==> src/rtl/acc_res_pkg.sv <==
package acc_res_pkg;

    localparam int unsigned FILE_W = 8;
    localparam int unsigned BANK_W = 4;
    localparam int unsigned ADDR_W = FILE_W + BANK_W;
    localparam int unsigned MODE_W = 2;

    typedef logic [FILE_W-1:0] file_t;
    typedef logic [BANK_W-1:0] bank_t;
    typedef logic [ADDR_W-1:0] daddr_t;

    localparam bank_t LOW_PAGE  = '0;
    localparam bank_t HIGH_PAGE = '1;

    typedef enum logic [MODE_W-1:0] {
        AM_BANKED   = 2'd0,
        AM_ACC_LOW  = 2'd1,
        AM_ACC_HIGH = 2'd2,
        AM_INDEXED  = 2'd3
    } amode_e;

    typedef struct packed {
        file_t  file;
        logic   acc_sel;
        bank_t  bank;
        logic   ext_en;
        daddr_t ptr;
    } req_t;

    typedef struct packed {
        daddr_t addr;
        amode_e mode;
    } resolved_t;

    function automatic daddr_t banked_addr(bank_t b, file_t f);
        return {b, f};
    endfunction

    function automatic daddr_t paged_addr(bank_t page, file_t f);
        return {page, f};
    endfunction

    function automatic daddr_t offset_addr(daddr_t base, file_t f);
        daddr_t ext;
        ext = {{BANK_W{1'b0}}, f};
        return base + ext;
    endfunction

endpackage

==> src/rtl/arb_mode_sel.sv <==
module arb_mode_sel
    import acc_res_pkg::*;
#(
    parameter file_t IDX_LIMIT = 8'h5F
) (
    input  req_t   req,
    output amode_e mode
);
    logic in_low_window;

    assign in_low_window = (req.file <= IDX_LIMIT);

    always_comb begin
        if (req.acc_sel)
            mode = AM_BANKED;
        else if (!in_low_window)
            mode = AM_ACC_HIGH;
        else if (req.ext_en)
            mode = AM_INDEXED;
        else
            mode = AM_ACC_LOW;
    end
endmodule

==> src/rtl/arb_addr_gen.sv <==
module arb_addr_gen
    import acc_res_pkg::*;
(
    input  req_t      req,
    input  amode_e    mode,
    output resolved_t res
);
    daddr_t cand_bank;
    daddr_t cand_low;
    daddr_t cand_high;
    daddr_t cand_idx;

    assign cand_bank = banked_addr(req.bank, req.file);
    assign cand_low  = paged_addr(LOW_PAGE, req.file);
    assign cand_high = paged_addr(HIGH_PAGE, req.file);
    assign cand_idx  = offset_addr(req.ptr, req.file);

    always_comb begin
        res.mode = mode;
        unique case (mode)
            AM_BANKED:   res.addr = cand_bank;
            AM_ACC_LOW:  res.addr = cand_low;
            AM_ACC_HIGH: res.addr = cand_high;
            AM_INDEXED:  res.addr = cand_idx;
            default:     res.addr = cand_bank;
        endcase
    end
endmodule

==> src/rtl/arb_out_stage.sv <==
module arb_out_stage
    import acc_res_pkg::*;
#(
    parameter bit OUT_REG = 1'b1
) (
    input  logic      clk,
    input  logic      rst,
    input  resolved_t d,
    output resolved_t q
);
    generate
        if (OUT_REG) begin : g_reg
            resolved_t q_r;
            always_ff @(posedge clk) begin
                if (rst)
                    q_r <= '{addr: '0, mode: AM_BANKED};
                else
                    q_r <= d;
            end
            assign q = q_r;
        end else begin : g_comb
            logic unused_ok;
            assign unused_ok = clk ^ rst;
            assign q = d;
        end
    endgenerate
endmodule

==> src/rtl/acc_addr_resolver.sv <==
module acc_addr_resolver
    import acc_res_pkg::*;
#(
    parameter bit    OUT_REG   = 1'b1,
    parameter file_t IDX_LIMIT = 8'h5F
) (
    input  logic        clk,
    input  logic        rst,
    input  logic [7:0]  file_i,
    input  logic        acc_sel_i,
    input  logic [3:0]  bank_i,
    input  logic        ext_en_i,
    input  logic [11:0] ptr2_i,
    output logic [11:0] addr_o,
    output logic [1:0]  mode_o
);
    req_t      req;
    amode_e    mode_c;
    resolved_t res_c;
    resolved_t res_q;

    assign req = '{file: file_i, acc_sel: acc_sel_i, bank: bank_i,
                   ext_en: ext_en_i, ptr: ptr2_i};

    arb_mode_sel #(.IDX_LIMIT(IDX_LIMIT)) u_sel (
        .req  (req),
        .mode (mode_c)
    );

    arb_addr_gen u_gen (
        .req  (req),
        .mode (mode_c),
        .res  (res_c)
    );

    arb_out_stage #(.OUT_REG(OUT_REG)) u_out (
        .clk (clk),
        .rst (rst),
        .d   (res_c),
        .q   (res_q)
    );

    assign addr_o = res_q.addr;
    assign mode_o = res_q.mode;

    // banked path uses the bank nibble, whatever the enable
    p_banked_r1: assert property (@(posedge clk) disable iff (rst)
        acc_sel_i |-> (res_c.mode == AM_BANKED && res_c.addr[11:8] == bank_i
                       && res_c.addr[7:0] == file_i));

    // high window always lands on the top page
    p_high_page_r3: assert property (@(posedge clk) disable iff (rst)
        (!acc_sel_i && file_i > IDX_LIMIT) |-> (res_c.addr[11:8] == HIGH_PAGE
                                              && res_c.mode == AM_ACC_HIGH));

    // indexed mode only under its three conditions
    p_indexed_cond_r4: assert property (@(posedge clk) disable iff (rst)
        (mode_c == AM_INDEXED) |-> (ext_en_i && !acc_sel_i && file_i <= IDX_LIMIT));

    // enable low and low window gives the bottom page
    p_low_page_r2: assert property (@(posedge clk) disable iff (rst)
        (!acc_sel_i && !ext_en_i && file_i <= IDX_LIMIT) |->
        (res_c.addr[11:8] == LOW_PAGE && res_c.mode == AM_ACC_LOW));

    generate
        if (OUT_REG) begin : g_reg_chk
            // one cycle of latency
            p_latency_r7: assert property (@(posedge clk) disable iff (rst)
                1'b1 |=> (addr_o == $past(res_c.addr) && mode_o == $past(res_c.mode)));
            // reset clears the outputs
            p_reset_r8: assert property (@(posedge clk)
                rst |=> (addr_o == 12'h000 && mode_o == 2'd0));
        end else begin : g_comb_chk
            // outputs track the resolver directly
            p_comb_r9: assert property (@(posedge clk)
                addr_o == res_c.addr);
        end
    endgenerate
endmodule

==> config.mk <==
export PLATFORM = sky130hd
export DESIGN_NAME = acc_addr_resolver
export DESIGN_NICKNAME = d
export VERILOG_FILES = /design/src/rtl/acc_res_pkg.sv /design/src/rtl/arb_mode_sel.sv /design/src/rtl/arb_addr_gen.sv /design/src/rtl/arb_out_stage.sv /design/src/rtl/acc_addr_resolver.sv
export SDC_FILE = /design/constraint.sdc
export NUM_CORES = 1
export LEC_CHECK = 0
export BUFFER_PORTS_ARGS = -buffer_cell sky130_fd_sc_hd__buf_2
export CAP_MARGIN = 20
export CELL_PAD_IN_SITES_DETAIL_PLACEMENT = 1
export CELL_PAD_IN_SITES_GLOBAL_PLACEMENT = 1
export CORE_ASPECT_RATIO = 2
export CORE_MARGIN = 1.5
export CORE_UTILIZATION = 35
export DETAILED_ROUTE_END_ITERATION = 6
export PLACE_DENSITY_LB_ADDON = 0.1
export SLEW_MARGIN = 20
export SYNTH_ARGS = -nofsm -noshare
export SYNTH_HDL_FRONTEND = slang
export SYNTH_SLANG_ARGS = --single-unit
export TNS_END_PERCENT = 20
==> constraint.sdc <==
create_clock -name clk -period 5.2 [get_ports clk]
set_clock_uncertainty 0.2 [all_clocks]
set_input_delay 0.78 -clock clk [delete_from_list [all_inputs] [get_ports clk]]
set_output_delay 0.78 -clock clk [all_outputs]
set_load 0.05 [all_outputs]
==> results.ini, run 1 <==
[status]
outcome=complete, no violations

[run]
maxCapViolCount=0

[cells_and_area]
drive_gt1_share_pct=33.3
layout_commonest_cell=buf_2
instances_no_fill=181
final_cell_mix=buf_2 (41), nand2_1 (15), a21oi_1 (15)
utilization_pct=47.8
fillCellCount=345
area_growth_pct=29.9
largest_reg_flops=14
nNetsFinal=191
antenna_cells=0

[critical_path]
worstPathArrival_ps=2540
worstPathRequired_ps=5150
endpoint_kind=register
crit_type=in -> reg
cp_max_fo=3
critical_path.startpoint_type=input port

[synthesis]
synth_nets=148
synthCells=111
synth_area_um2=946
ys_seq_area_share_pct=29.6
synth_edf_count=0
avgSynthCellArea_um2=8.52
async_flop_share_pct=0
synth-main-ff-cell=dfxtp_1
synth-seq-cells=14
synth_cell_type_count=40
yosysWarnings=0

[power]
ir_drop_v=0.000178
power_leakage_uw=0.000576
power.total_uw=339
p_per_area_nw_per_um2=276

[floorplanning]
io_pins=42
start_util_pct=36.8
num_rows=26
core_area_um2=2570
die_y_um=76.5
die-area_um2=3040
die_width_um=39.8

[global_routing]
grt_pass1_vias=1061
antenna_found_initial=0
gr-usage-all-layers_pct=21.5
grt_pass1_wl_mm=4.55
grt.overflow.total=0
grt_max_degree=14

[detailed_routing]
routed_via_density=5.73
detail-route-antenna-nets=0
drtIter0Drc=9
drc=0
drt-total-wl_mm=2.86
routed-via-count=1038
dr.pass1.iters=4
post_drt_wl_per_cell_um=15.8

[timing]
worstMarginPinSlew_ps=469
finalHoldViolations=0
slew_headroom_pct=68.6
finalSetupTns_ps=0
fmax_mhz=387
min_period_ps=2580
setup_slack_ps=2620
rsz0062_at_grt=no
maxSlewViolCount=0
min_period_over_period_pct=49.7
setup_viol=0

[min_path]
holdCritPathClass=in -> reg

[cts]
root_buffer=clkbuf_8
cts_tree=yes
cts_setup_buffers=0
clk_pin_slew_ps=60
cts-resized-gates=0
cts-buffers-inserted=3
cts_hold_buf=0
cts_num_sinks=14
h-tree-depth=1
clock_path_buffers=2

[placement]
dp.final_hpwl_mm=2.39
placed_cells=177
place_congestion=0.838
pre_cts_ws_ps=2330
io_buffers=41

## cell usage after synthesis (3+ instances only)
cell type  count  area, um^2
a21oi_1       15        75.1
dfxtp_1       14         280
ha_1           8         100
nand2_1       15        56.3
nand3_1        3        15.0
nand4_1        4        25.0
nor2_1         4        15.0
nor3_1         3        15.0
o21ai_0        3        15.0
## logic make-up (layout without fill, tap and decap cells)
| logic type | after synthesis | count (layout) | synth area share, % |
|---|---|---|---|
| buf+inv | 4 | 46 | 1.72 |
| compound gates | 35 | 35 | 26.1 |
| simple gates | 43 | 43 | 24.1 |
| flops | 14 | 14 | 29.6 |
| mux | 2 | 2 | 2.12 |
| fa+ha+maj | 9 | 9 | 12.7 |
| xor+xnor | 4 | 4 | 3.70 |
## layer usage
| layer | vias to the layer above | routed length [um] | track usage, % |
|---|---|---|---|
| met5 | - | 0 | 0 |
| met4 | 0 | 86 | 11.4 |
| met3 | 7 | 132 | 2.62 |
| met2 | 37 | 1740 | 42.3 |
| met1 | 494 | 900 | 17.2 |
| li1 | 500 | - | - |
## path summary, 6_finish.rpt
kind,startpoint,slack (ps),end,cells past startpoint
min,bank_i[1],580,u_out.q[11]$_SDFF_PP0_,3
max,file_i[0],2620,u_out.q[10]$_SDFF_PP0_,8
## critical path, stage by stage
cell and delay (ps):
buf_2 100, ha_1 240, fa_1 420, a21oi_1 200, o21ai_1 100, o311a_1 350, nand4b_1 180, and3_1 160
## layout make-up
cell class	instances	area, um^2	share of cell area [%]
well taps	28	35.0	2.85
inverters	1	3.75	0.305
multi-input cells	93	649	52.9
clock buffers	4	55.1	4.48
flip-flops and latches	14	280	22.8
repair buffers	41	205	16.7
## report_power, final
part           switching (uW)  internal, uW
combinational            74.4          37.4
sequential               1.62           115
clock                    43.5          67.3
## stage by stage
| step | hold slack, ps | instance area, um^2 |
|---|---|---|
| 6_report | 578 | 1230 |
| 3_5_place_dp | 829 | 1170 |
| 3_3_place_gp | 817 | 1170 |
| 2_1_floorplan | 685 | 946 |
| 4_1_cts | 567 | 1230 |
| 5_1_grt | 576 | 1230 |
No activity file was read; power rests on OpenSTA's default activity.
==> inputs of run 2 (changes only) <==
--- a/config.mk
+++ b/config.mk
@@ -11,7 +11,7 @@
 export CELL_PAD_IN_SITES_GLOBAL_PLACEMENT = 1
 export CORE_ASPECT_RATIO = 2
 export CORE_MARGIN = 1.5
-export CORE_UTILIZATION = 35
+export CORE_UTILIZATION = 33
 export DETAILED_ROUTE_END_ITERATION = 6
 export PLACE_DENSITY_LB_ADDON = 0.1
 export SLEW_MARGIN = 20
==> constraint.sdc (replaced) <==
create_clock -name clk -period 2.6 [get_ports clk]
set_clock_uncertainty 0.2 [all_clocks]
set_input_delay 0.39 -clock clk [delete_from_list [all_inputs] [get_ports clk]]
set_output_delay 0.39 -clock clk [all_outputs]
set_load 0.05 [all_outputs]
==> results.ini, run 2 (synthesis results as in run 1) <==
[cells_and_area]
antenna_cells=0
drive_gt1_share_pct=33.3
nNetsFinal=191
layout_commonest_cell=buf_2
area_growth_pct=30.0
final_cell_mix=buf_2 (41), nand2_1 (15), a21oi_1 (15)
instances_no_fill=182
largest_reg_flops=14
postLayoutCellArea_um2=1230

[run]
maxCapViolCount=0

[timing]
finalSetupTns_ps=0
fmax_mhz=450
holdWs_ps=184
slew_headroom_pct=71.4
min_period_over_period_pct=85.5
setup_slack_ps=376
rsz0062_at_grt=no
worstMarginPinSlew_ps=427
maxSlewViolCount=0
min_period_ps=2220
setup_viol=0
finalHoldViolations=0

[global_routing]
antenna_found_initial=0
grt_pass1_wl_mm=4.75
gr-usage-all-layers_pct=21.1
grt.overflow.total=0
grt_max_degree=14
grt_pass1_vias=1106

[detailed_routing]
drtIter0Drc=10
detail-route-antenna-nets=0
post_drt_wl_per_cell_um=15.9
dr.pass1.iters=2
drc=0
routed_via_density=5.71
routed-via-count=1040
drt-total-wl_mm=2.90

[floorplanning]
die_y_um=78.7
num_rows=27
die-area_um2=3220
start_util_pct=34.6
die_width_um=40.9
core_area_um2=2740
io_pins=42

[critical_path]
cp_cell_sequence=buf_2 > ha_1 > fa_1 > a21oi_1 > o21ai_1 > o311a_1 > nand4b_1 > and3_1
cp_max_fo=3
critical_path.slowest_cell=fa_1
worstSetupPathDepth=8
startpoint=file_i[0]
endpoint_kind=register
cp_top_family=adder cells
worstPathRequired_ps=2540
critPathMaxStageDelay_ps=420
critical_path.startpoint_type=input port
worstPathArrival_ps=2160
cp_num_buf_inv=1
crit_type=in -> reg

[cts]
cts-buffers-inserted=3
cts_setup_buffers=0
cts_num_sinks=14
cts-resized-gates=0
cts_tree=yes
h-tree-depth=1
clk_pin_slew_ps=60
clock_path_buffers=2
cts_hold_buf=0
root_buffer=clkbuf_8

[min_path]
whs_path_depth=3
holdCritPathClass=in -> reg
hp-start=bank_i[1]
hold_end=u_out.q[11]$_SDFF_PP0_

[placement]
pre_cts_ws_ps=103
placed_cells=178
dp.final_hpwl_mm=2.45
io_buffers=41
place_congestion=0.849
placed_area_um2=1170

[power]
power_frac_seq_pct=34.7
power_frac_comb_pct=33.2
p_per_area_nw_per_um2=549
clkPwrFrac_pct=32.1
netSwitchingFraction_pct=34.9
power_leakage_uw=0.000576
power.internal_uw=439
ir_drop_v=0.000208
power_switching_uw=236

[status]
outcome=complete, no violations

## run 2: cell counts in the layout (fill, tap and decap cells not counted)
Identical to the previous run, type by type.
## run 2: stage by stage
stage | util, % | power (uW)
2_1_floorplan | - | 392
4_1_cts | 44.9 | 684
5_1_grt | 44.9 | 712
3_5_place_dp | 42.9 | 463
6_report | 44.9 | 676
3_3_place_gp | 42.9 | 458
## run 2: worst max-delay path by stage
stage	endpoint	slack, ps
after global placement	u_out.q[10]$_SDFF_PP0_	160
after detailed placement	u_out.q[10]$_SDFF_PP0_	100
after floorplan	u_out.q[10]$_SDFF_PP0_	380
final	u_out.q[10]$_SDFF_PP0_	380
after global routing	u_out.q[10]$_SDFF_PP0_	290
after CTS	u_out.q[10]$_SDFF_PP0_	370
## run 2: area by class of cell
class                      count  area, um^2
multi-input combinational     93         649
clock buffer                   4        55.1
sequential                    14         280
timing repair buffer          41         205
tap                           29        36.3
inverter                       1        3.75
fill                         375        1510
## run 2: routing by layer
layer / GRT usage (%) / up-vias / wire, um
met5: 0 / - / 0
met4: 10.7 / 0 / 132
met3: 2.51 / 10 / 121
met2: 41.4 / 40 / 1780
met1: 17.2 / 492 / 865
li1: - / 498 / -
## run 2: power by group through the flow
stage | Sequential (uW) | Combinational [uW] | Clock [uW]
final | 234 | 224 | 217
after global routing | 236 | 244 | 231
after CTS | 234 | 226 | 223
after detailed placement | 239 | 224 | 0
after global placement | 238 | 220 | 0
after floorplan | 295 | 96.7 | 0
